## config.mk

```make
export PLATFORM = sky130hd
export DESIGN_NAME = ecc_capture_bank
export DESIGN_NICKNAME = d
export VERILOG_FILES = /design/src/rtl/ecc_capture_bank.sv
export SDC_FILE = /design/constraint.sdc
export NUM_CORES = 1
export LEC_CHECK = 0
export ABC_AREA = 0
export BUFFER_PORTS_ARGS = -buffer_cell sky130_fd_sc_hd__buf_2
export CORE_ASPECT_RATIO = 0.5
export CORE_UTILIZATION = 29
export DETAILED_ROUTE_END_ITERATION = 16
export PLACE_DENSITY = 0.65
export SETUP_SLACK_MARGIN = 0.5
export SLEW_MARGIN = 10
export SYNTH_ARGS = -nofsm -noshare
export SYNTH_HDL_FRONTEND = slang
export SYNTH_SLANG_ARGS = --single-unit
```

## constraint.sdc

```tcl
create_clock -name clk -period 0.9 [get_ports clk]
set_input_delay 0.18 -clock clk [delete_from_list [all_inputs] [get_ports clk]]
set_output_delay 0.18 -clock clk [all_outputs]
set_load 0.01 [all_outputs]
```

## src/rtl/ecc_capture_bank.sv

```systemverilog
module ecc_capture_bank #(
  parameter int DATA_W   = 32,
  parameter int MASTER_W = 4,
  parameter int ATTR_W   = 8,
  parameter int RA_W     = 8
) (
  input  logic                clk,
  input  logic                rst_n,
  input  logic                evt_sbc,
  input  logic                evt_ncr,
  input  logic [31:0]         evt_addr,
  input  logic [MASTER_W-1:0] evt_master,
  input  logic [ATTR_W-1:0]   evt_attr,
  input  logic [DATA_W-1:0]   evt_data,
  input  logic                cfg_sbc_en,
  input  logic                cfg_ncr_en,
  input  logic                reg_wr,
  input  logic                reg_rd,
  input  logic [RA_W-1:0]     reg_addr,
  input  logic [31:0]         reg_wdata,
  output logic [31:0]         reg_rdata,
  output logic                sbc_flag,
  output logic                ncr_flag
);
  localparam logic [RA_W-1:0] OFS_STAT = RA_W'(8'h43);
  localparam logic [RA_W-1:0] OFS_ADDR = RA_W'(8'h50);
  localparam logic [RA_W-1:0] OFS_MST  = RA_W'(8'h56);
  localparam logic [RA_W-1:0] OFS_ATTR = RA_W'(8'h57);
  localparam logic [RA_W-1:0] OFS_DATA = RA_W'(8'h58);

  logic [31:0]         cap_addr;
  logic [MASTER_W-1:0] cap_mst;
  logic [ATTR_W-1:0]   cap_attr;
  logic [DATA_W-1:0]   cap_data;
  logic [31:0]         rd_mux;

  wire take_ncr = evt_ncr & cfg_ncr_en;
  wire take_sbc = evt_sbc & cfg_sbc_en & ~take_ncr;
  wire take     = take_ncr | take_sbc;
  wire stat_wr  = reg_wr && (reg_addr == OFS_STAT);
  wire unused_wdata = ^reg_wdata[31:2];

  always_ff @(posedge clk) begin
    if (take) begin
      cap_addr <= evt_addr;
      cap_mst  <= evt_master;
      cap_attr <= evt_attr;
      cap_data <= evt_data;
    end
  end

  always_ff @(posedge clk or negedge rst_n) begin
    if (!rst_n) begin
      sbc_flag <= 1'b0;
      ncr_flag <= 1'b0;
    end else begin
      sbc_flag <= take_sbc | (sbc_flag & ~(stat_wr & reg_wdata[1]));
      ncr_flag <= take_ncr | (ncr_flag & ~(stat_wr & reg_wdata[0]));
    end
  end

  always_comb begin
    case (reg_addr)
      OFS_STAT: rd_mux = {30'd0, sbc_flag, ncr_flag};
      OFS_ADDR: rd_mux = cap_addr;
      OFS_MST:  rd_mux = 32'(cap_mst);
      OFS_ATTR: rd_mux = 32'(cap_attr);
      OFS_DATA: rd_mux = 32'(cap_data);
      default:  rd_mux = '0;
    endcase
  end

  always_ff @(posedge clk or negedge rst_n) begin
    if (!rst_n) reg_rdata <= '0;
    else        reg_rdata <= reg_rd ? rd_mux : '0;
  end
endmodule


```

* Word level (Yosys, flattened, before mapping)
Index checks and enable logic that the tools add are counted.
** Word-level totals
- Logic and storage cells :: 28
- Flip-flop bits (word level) :: 110
- Input port bits :: 124
- Output and inout port bits :: 34
** Operators by class
- Equality and inequality tests :: 5
- Reduce and logical (&&, ||, !) cells :: 1
- Muxes and demuxes :: 2
- Bitwise gates (word level) :: 13
** Operator list (number)
- $pmux W32 S5 :: 1
- $eq A8 B7 Y1 const B :: 5
- $mux W32 :: 1
- $and A1 B1 Y1 :: 7
- $not A1 Y1 :: 3
- $or A1 B1 Y1 :: 3
- $logic_and A1 B1 Y1 :: 1

* Depth between registers and ports, before layout
Gate-level depths: netlist (run 1).
- Depth in word-level cells :: 6
- Mapped depth :: 5
- Depth with buffers taken out :: 3

* Worst setup path after synthesis (run 1)
No wires, ideal clock.
- Kind :: input to register
- From :: input port evt_ncr
- To :: register cap_addr[0], enable pin
- Setup slack :: -1.385 ns
- Setup time :: 0.437 ns
- Data required time :: 0.463 ns
- Stages :: 2
- Path buffers :: 0
- Arrival time :: 1.848 ns
- Path through :: nand2_1 > nand2_1
** Between the ends
- Longest elaborated chain between the ends :: 4
** RTL lines
- from (decl) :: RTL line 10 : input logic evt_ncr,
- $and A1 B1 Y1 (*) :: RTL line 37 : wire take_ncr = evt_ncr & cfg_ncr_en;
- $not A1 Y1 :: RTL line 38 : wire take_sbc = evt_sbc & cfg_sbc_en & ~take_ncr;
- $and A1 B1 Y1 :: RTL line 38
- $or A1 B1 Y1 (*) :: RTL line 39 : wire take = take_ncr | take_sbc;
- named net take :: RTL line 39
- to (signal assigned) :: RTL line 45 : cap_addr <= evt_addr;
- to (decl) :: RTL line 31 : logic [31:0] cap_addr;
The timed path passes the listed nets; every way through them passes the cells marked *.
A chain may end at the register's enable or synchronous reset.

* Worst setup path in the final report (run 1)
- From :: register sbc_flag
- To :: output port sbc_flag
** RTL lines
- from (decl) :: RTL line 22 : output logic sbc_flag,
- from (signal assigned) :: RTL line 57 : sbc_flag <= take_sbc | (sbc_flag & ~(stat_wr & reg_wdata[1]));
No word-level cell between the ends.

==> results of run 1 <==
area by class of cell:
cell class,instances,area share (%)
inverter,1,0.0577
tap,170,3.27
timing repair buffer,188,26.1
sequential,110,48.1
clock inverter,5,0.884
clock buffer,11,3.58
multi-input combinational,103,18.0
final timing paths:
path | slack [ps] | end | cells after the start
max | -240 | sbc_flag | 2
min | -320 | ncr_flag | 1
max reg2reg | -160 | reg_rdata[1] | 4
min reg2reg | 510 | reg_rdata[17] | 2
max in group asynchronous | 800 | reg_rdata[9] | 2
min in group clk | 10 | cap_addr[1] | 1
cell usage after synthesis, types with 2 or more instances:
cell,count
edfxtp_1,76
dfrtp_1,34
nor2_1,25
mux2i_1,24
mux2_2,10
a211oi_1,8
nand3_1,8
buf_2,7
nand4_1,6
nand2_1,4
nor3b_1,3
a32oi_1,2
and3_1,2
buf_6,2
o21ai_0,2
sequential cells by signal (all words and copies together) (netlist names):
| name | count |
|---|---|
| cap_mst | 4 |
| cap_data | 32 |
| sbc_flag | 1 |
| cap_addr | 32 |
| ncr_flag | 1 |
| reg_rdata | 32 |
| cap_attr | 8 |
critical path, stage by stage (launching register included):
cell and delay, ps:
dfrtp_1 390, buf_6 120, buf_6 110
stage by stage:
stage / TNS (ps) / utilization (%)
after floorplan: -12440 / -
after global routing: -8910 / 50.1
after global placement: -18030 / 39.0
final: -6670 / 50.1
after detailed placement: -18940 / 39.0
after CTS: -5820 / 48.2
power by group:
part | switching, mW | leakage (nW) | internal [mW]
clock | 1.69 | 0.140 | 2.17
sequential | 0.110 | 1.20 | 5.84
combinational | 0.608 | 1.43 | 0.772
total | 2.41 | 2.77 | 8.78
layout by cell type (no fill, tap or decap), types with 2 or more instances in the layout:
| cell type | n |
|---|---|
| o21ai_1 | 2 |
| buf_16 | 13 |
| buf_8 | 8 |
| mux2i_2 | 6 |
| clkbuf_16 | 9 |
| edfxtp_1 | 76 |
| mux2_4 | 8 |
| a211oi_2 | 6 |
| buf_12 | 11 |
| buf_6 | 27 |
| nor2_4 | 22 |
| clkbuf_1 | 2 |
| buf_2 | 109 |
| mux2_2 | 2 |
| and3_1 | 2 |
| a211oi_4 | 2 |
| nand4_1 | 6 |
| nand3_2 | 7 |
| buf_4 | 20 |
| nand2_8 | 4 |
| dfrtp_1 | 34 |
| nor2_1 | 2 |
| nor3b_2 | 3 |
| mux2i_1 | 18 |
kinds of logic (layout without fill, tap and decap cells):
family / count (synthesis) / count (layout) / share of synthesized area (%)
buf+inv: 11 / 205 / 1.64
mux: 34 / 34 / 8.90
simple gates: 53 / 54 / 7.42
compound gates: 15 / 15 / 3.00
flops: 110 / 110 / 79.0
what timing repair did:
item                                   4_1_cts  5_1_grt
endpoints found under the hold margin       34       39
setup buffers                               16        7
gates cloned                                13        0
setup endpoints to repair                  144      144
pin swaps                                   13        6
gates resized for setup                    108       39
layer usage:
layer  wire (um)  track usage, %  share of wire [%]  up-vias
met3         266            2.59                2.5       18
met5           0               0                  0        -
met2        5700            26.7                 55       60
met1        4270            18.0                 41     1304
met4         204            5.84                2.0        0
li1            -               -                  -     1227
==> metrics.md, run 1 <==
| Metric | Value |
|---|---|
| VDD IR-drop max | `approximately 0.0011 V` |
| Clock transition at path regs | `70 ps` |
| Dpl hpwl | `6.33 mm` |
| Port-buffer cells | `127` |
| Final Critical Period | `between 1000 and 1500 ps` |
| Synth cell types | `25` |
| TritonRoute pass-1 iters | `4` |
| Failing checks | `hold timing, setup timing` |
| Total wire length | `10.4 mm` |
| GP Congestion | `0.764` |
| Syn Inst Count | `223` |
| Footprint of the multi-input gates | `1170 um2` |
| Cells after DPL | `536` |
| Die X | `167 um` |
| Synth Cell Area | `between 3000 and 4000 um2` |
| N_diodes | `0` |
| Critical path data arrival time | `960 ps` |
| Max-cap violations | `0` |
| GRT overflow | `0` |
| Worst skew pair latency | `340 ps` |
| Worst EP required | `720 ps` |
| Die area | `between 10000 and 15000 um2` |
| Post-route ant nets | `0` |
| Share of layout cells above drive strength 1 | `64.4%` |
| Seq/Total Area, Yosys | `79.0%` |
| Largest net degree at the start of global routing | `28` |
| Rel. slew slack | `68.0%` |
| Root buf cell | `clkbuf_16` |
| Gr usage total | `14.9%` |
| Hold Violations, Final | `34` |
| Crit. Startpoint | `sbc_flag` |
| Global-route wire length before repair | `15.5 mm` |
| Worst-margin pin slew | `479 ps` |
| Status | `finished with violations` |
| Register area | `3130 um2` |
| Post-DR vias/cell | `~4.4` |
| Period utilization | `127%` |
| Core Rows | `29` |
| Area delta synth->final | `64.2%` |
| CTS tree | `done` |
| DR WL/cell | `approximately 18 um` |
| Power consumption | `11.2 mW` |
| # DRC | `0` |
| Top FF cell, synth | `edfxtp_1` |
| Worst slack at placement | `-383 ps` |
| Fin area | `6510 um2` |
| Synth warn | `0` |
| CTS H-tree depth | `3` |
| Starting DRT DRC Count | `83` |
| Syn Area/Cell | `17.8 um2` |
| R2r startpoint | `sbc_flag` |
| Initial Util | `30.5%` |
| Critical path startpoint category | `register` |
| #FFs+latches synth | `between 100 and 150` |
| CORE AREA | `around 13000 um2` |
| Sink Count | `110` |
| Post-synth EDFFs | `76` |
| DP Area | `5060 um2` |
| Max clock buf depth | `2` |
| Vias after detailed routing | `2609` |
| Setup ws final | `-244 ps` |
| Ranking of synthesized cells by area | `edfxtp_1, dfrtp_1, mux2i_1` |
| RSZ-0062 raised after global routing | `true` |
| Initial antenna violation count | `0` |
| Async SR Flop Fraction | `30.9%` |
| Fmax | `874 MHz` |
| Nets@finish | `approximately 540` |
| Top Ports | `158` |
| Largest area contributor in the netlist | `edfxtp_1` |
| CP Class | `reg -> out` |
| Area share of the largest cell type after synthesis | `between 50% and 60%` |
| Critical path peak fanout | `2` |
| Power Density | `1720 nW/um2` |
| Worst min path class | `in -> async` |
| Fillers | `approximately 1.0k` |
| Final setup viols | `66` |
| Overall die height | `84.7 um` |
| Crit end category | `output port` |
| Worst-case hold slack | `-320 ps` |
| Final slew viol count | `0` |
| Lkg Pwr | `roughly 2.8 nW` |
| Clock Skew | `5.56 ps` |
| Number of global-route vias before repair | `roughly 2.8k` |
| Finished Layout Cells | `588` |
| Syn nets | `347` |
| CTS buffer count | `9` |
No activity file was read; power rests on OpenSTA's default activity.
==> inputs of run 2 (changes only) <==
- BUFFER_PORTS_ARGS: -buffer_cell sky130_fd_sc_hd__buf_2 -> -buffer_cell sky130_fd_sc_hd__buf_4
- CORE_MARGIN: unset -> 2
==> metrics.md, run 2 (synthesis results as in run 1) <==
| Metric | Value |
|---|---|
| Status | `finished with violations` |
| Failing checks | `hold timing, setup timing` |
| Vias after detailed routing | `2633` |
| Critical path peak fanout | `2` |
| Period utilization | `127%` |
| Largest net degree at the start of global routing | `35` |
| Finished Layout Cells | `596` |
| Crit path buffers/inverters | `2` |
| Final Critical Period | `1140 ps` |
| Critical path data arrival time | `960 ps` |
| Power Density | `1620 nW/um2` |
| Post-route ant nets | `0` |
| Final setup viols | `66` |
| Sink Count | `110` |
| Number of global-route vias before repair | `2867` |
| Top Ports | `158` |
| CTS H-tree depth | `3` |
| Die area | `14700 um2` |
| Fmax | `874 MHz` |
| Area delta synth->final | `70.9%` |
| # DRC | `0` |
| Initial Util | `between 20% and 30%` |
| Total wire length | `10.6 mm` |
| Cells after DPL | `547` |
| Worst-case hold slack | `-224 ps` |
| Crit end category | `output port` |
| DR WL/cell | `between 15 and 20 um` |
| GP Congestion | `0.808` |
| Max clock buf depth | `2` |
| Initial antenna violation count | `0` |
| Rel. slew slack | `68.2%` |
| Worst EP required | `720 ps` |
| TritonRoute pass-1 iters | `4` |
| Most used cell, CP | `buf_6` |
| VDD IR-drop max | `0.000943 V` |
| CP Class | `reg -> out` |
| Die X | `169 um` |
| RSZ-0062 raised after global routing | `true` |
| Setup ws final | `-244 ps` |
| Worst slack at placement | `-379 ps` |
| Core Rows | `30` |
| Largest registers | `cap_addr (32), cap_data (32), reg_rdata (32)` |
| Critical path startpoint category | `register` |
| Final slew viol count | `0` |
| Dpl hpwl | `between 6 and 7 mm` |
| Worst min path class | `in -> async` |
| Port-buffer cells | `127` |
| Worst-margin pin slew | `about 480 ps` |
| CP top delay family | `flip-flops` |
| Nets@finish | `539` |
| Clock Skew | `6.25 ps` |
| Total negative slack | `-8630 ps` |
| Max incr delay on CP | `390 ps` |
| Most common cell after layout, fill and taps aside | `buf_4` |
| Critical Path Slowest Stage Cell | `dfrtp_1` |
| Global-route wire length before repair | `between 15 and 20 mm` |
| Hold Violations, Final | `34` |
| Fillers | `1082` |
| N_diodes | `0` |
| Cells along the critical path | `buf_6, buf_6` |
| Starting DRT DRC Count | `95` |
| Lkg Pwr | `2.85 nW` |
| Overall die height | `86.7 um` |
| Gr usage total | `14.7%` |
| CORE AREA | `13400 um2` |
| Worst skew pair latency | `340 ps` |
| Clock transition at path regs | `70 ps` |
| CTS buffer count | `9` |
| Commonest cells after routing, fill and taps aside | `buf_4, edfxtp_1, buf_6, dfrtp_1` |
| Post-DR vias/cell | `between 4 and 5` |
| CTS tree | `done` |
| Root buf cell | `clkbuf_16` |
| Max-cap violations | `0` |
| GRT overflow | `0` |
| Share of layout cells above drive strength 1 | `around 63%` |
==> run 2: cell count changes in the layout (fill, tap and decap cells not counted), moves of 3 or more <==
cell      delta
buf_2      -109
buf_4       +88
buf_6       +27
buf_16       -5
mux2i_1      +5
mux2i_2      -5
buf_8        +3
clkinv_2     +3
nor3b_2      -3
==> run 2: through the flow <==
step / total power [mW] / util, % / area, um2
CTS: 10.9 / 48.6 / 6530
global route: 11.4 / 50.4 / 6770
finish: 11.0 / 50.4 / 6770
floorplan: 6.36 / - / 4050
global placement: 6.93 / 40.3 / 5420
detailed placement: 6.96 / 40.3 / 5420
==> run 2: layer usage <==
layer	vias up	routed length (um)	track usage [%]
li1	1233	-	-
met4	0	178	4.97
met1	1336	4150	16.9
met5	-	0	0
met3	17	324	3.20
met2	47	5950	27.5
==> run 2: cell type report <==
type,count,area [um2],share of cell area (%)
Sequential cell,110,3130,46.3
Timing Repair Buffer,191,2010,29.7
Multi-Input combinational cell,102,1140,16.8
Clock buffer,10,229,3.38
Tap cell,176,220,3.25
Clock inverter,6,37.5,0.554
Inverter,1,3.75,0.0554
==> run 2: worst paths after layout <==
| path | startpoint | to | slack, ps | depth (start not counted) |
|---|---|---|---|---|
| min in group clk | evt_data[0] | cap_data[0] | 10 | 1 |
| worst min register to register | cap_data[13] | reg_rdata[13] | 510 | 2 |
| worst max-delay path | sbc_flag | sbc_flag | -240 | 2 |
| max in group asynchronous | rst_n | reg_rdata[26] | 790 | 1 |
| worst max register to register | cap_addr[1] | reg_rdata[1] | -150 | 3 |
| worst min-delay path | rst_n | reg_rdata[13] | -220 | 1 |
==> run 2: repair_timing <==
action                     in CTS  in global routing
resized for setup             121                 42
cloned                          9                  1
setup buffers                  18                  5
pin swaps                      12                 10
setup endpoints to repair     144                144
hold endpoints to repair       83                 59
==> run 2: power by group <==
part | switching [mW] | total, mW | internal (mW)
clock | 1.73 | 3.61 | 1.87
sequential | 0.106 | 5.94 | 5.84
combinational | 0.590 | 1.41 | 0.822
==> inputs of run 3 (changes only) <==
- CTS_BUF_LIST: unset -> sky130_fd_sc_hd__clkbuf_8
- PLACE_DENSITY: 0.65 -> unset
==> metrics.md, run 3 (synthesis results as in run 1) <==
| Metric | Value |
|---|---|
| Critical path startpoint category | `register` |
| Initial Util | `29.5%` |
| CP top delay family | `flip-flops` |
| R2r startpoint | `ncr_flag` |
| Fin area | `just under 7000 um2` |
| GP Congestion | `0.772` |
| Sink Count | `110` |
| Die X | `169 um` |
| Max incr delay on CP | `approximately 400 ps` |
| Lkg Pwr | `2.84 nW` |
| RSZ-0062 raised after global routing | `true` |
| Period utilization | `131%` |
| CTS buffer count | `9` |
| Core Rows | `30` |
| Top Ports | `158` |
| Clock Skew | `6.49 ps` |
| Most common cell after layout, fill and taps aside | `buf_4` |
| # DRC | `0` |
| Max clock buf depth | `2` |
| Total wire length | `9.44 mm` |
| Share of layout cells above drive strength 1 | `64.5%` |
| Critical Path Slowest Stage Cell | `dfrtp_1` |
| CP Class | `reg -> out` |
| Rel. slew slack | `around 80%` |
| DP Area | `5430 um2` |
| Finished Layout Cells | `598` |
| DR WL/cell | `15.8 um` |
| Status | `finished with violations` |
| Failing checks | `hold timing, setup timing` |
| Overall die height | `~87 um` |
| Cells after DPL | `approximately 540` |
| Critical Path Stages | `2` |
| Cells along the critical path | `buf_6, buf_6` |
| Nets@finish | `541` |
| CTS tree | `done` |
| GRT overflow | `0` |
| Area delta synth->final | `71.4%` |
| Initial antenna violation count | `0` |
| Power Density | `1480 nW/um2` |
| Worst-case hold slack | `-336 ps` |
| Most used cell, CP | `buf_6` |
| Post-route ant nets | `0` |
| Reg2reg end | `reg_rdata[0]` |
| Largest registers | `cap_addr (32), cap_data (32), reg_rdata (32)` |
| Die area | `14700 um2` |
| Commonest cells after routing, fill and taps aside | `buf_4, edfxtp_1, buf_6, dfrtp_1, nor2_4` |
| Max-cap violations | `0` |
| CTS H-tree depth | `3` |
| Reg2reg path depth | `5` |
| Worst-margin pin slew | `294 ps` |
| Worst skew pair latency | `between 300 and 400 ps` |
| Worst EP required | `720 ps` |
| Worst slack at placement | `-402 ps` |
| Critical path peak fanout | `2` |
| Starting DRT DRC Count | `87` |
| Crit path buffers/inverters | `2` |
| Final Critical Period | `~1200 ps` |
| VDD IR-drop max | `0.000733 V` |
| Final setup viols | `54` |
| Hold Violations, Final | `109` |
| Final slew viol count | `0` |
| CORE AREA | `about 13000 um2` |
| Setup ws final | `-277 ps` |
| Gr usage total | `13.4%` |
| Core Util, Final | `50.5%` |
| Critical path data arrival time | `1000 ps` |
| Vias after detailed routing | `2542` |
| Root buf cell | `clkbuf_8` |
| Crit end category | `output port` |
| Post-DR vias/cell | `4.25` |
| Dpl hpwl | `~6.4 mm` |
| Number of global-route vias before repair | `2737` |
| Global-route wire length before repair | `approximately 15 mm` |
| Flop-to-flop setup slack | `-220 ps` |
| Fmax | `about 850 MHz` |
| Worst min path class | `in -> async` |
| N_diodes | `0` |
| Largest net degree at the start of global routing | `18` |
| Port-buffer cells | `between 100 and 150` |
| TritonRoute pass-1 iters | `4` |
| Clock transition at path regs | `90 ps` |
-- run 3: cell types whose count changed in the layout (fill, tap and decap cells not counted), sizes merged --
cell      previous run  this run
buf                190       192
clkinvlp             0         1
clkinv               5         3
inv                  2         3
-- run 3: stage by stage --
step / power, mW / setup TNS, ps
floorplan: 6.36 / -12440
global placement: 6.94 / -14480
detailed placement: 6.96 / -15300
CTS: 10.0 / -7310
global route: 10.5 / -9080
finish: 10.0 / -6890
-- run 3: cell type report --
type                            instances  area [um2]
Clock buffer                           10         138
Timing Repair Buffer                  193        2100
Sequential cell                       110        3130
Clock inverter                          6        37.5
Multi-Input combinational cell        102        1160
Fill cell                            1111        6650
Tap cell                              176         220
Inverter                                1        3.75
-- run 3: how the worst max path moves through the flow --
stage | start | to | slack, ps
floorplan | reg_addr[2] | reg_rdata[11] | -370
global placement | reg_addr[0] | reg_rdata[4] | -370
detailed placement | reg_addr[4] | reg_rdata[6] | -400
CTS | sbc_flag | sbc_flag | -290
global route | sbc_flag | sbc_flag | -340
finish | sbc_flag | sbc_flag | -280
-- run 3: power breakdown --
group          internal (mW)  switching, mW
combinational          0.875          0.570
sequential              5.83         0.0940
clock                   1.07           1.59
-- run 3: timing repair --
action / CTS / global route
buffers inserted: 21 / 7
endpoints found under the hold margin: 110 / 110
pin swaps: 17 / 14
resized for setup: 112 / 47
gates cloned: 9 / 1
setup endpoints to repair: 143 / 144
-- run 3: layer usage --
metal	global-route usage, %	wire (um)	share of wire (%)	up-vias
met5	0	0	0	-
met3	3.20	280	3.0	13
met2	23.6	5120	54	55
li1	-	-	-	1230
met4	5.28	156	1.7	0
met1	16.0	3880	41	1244
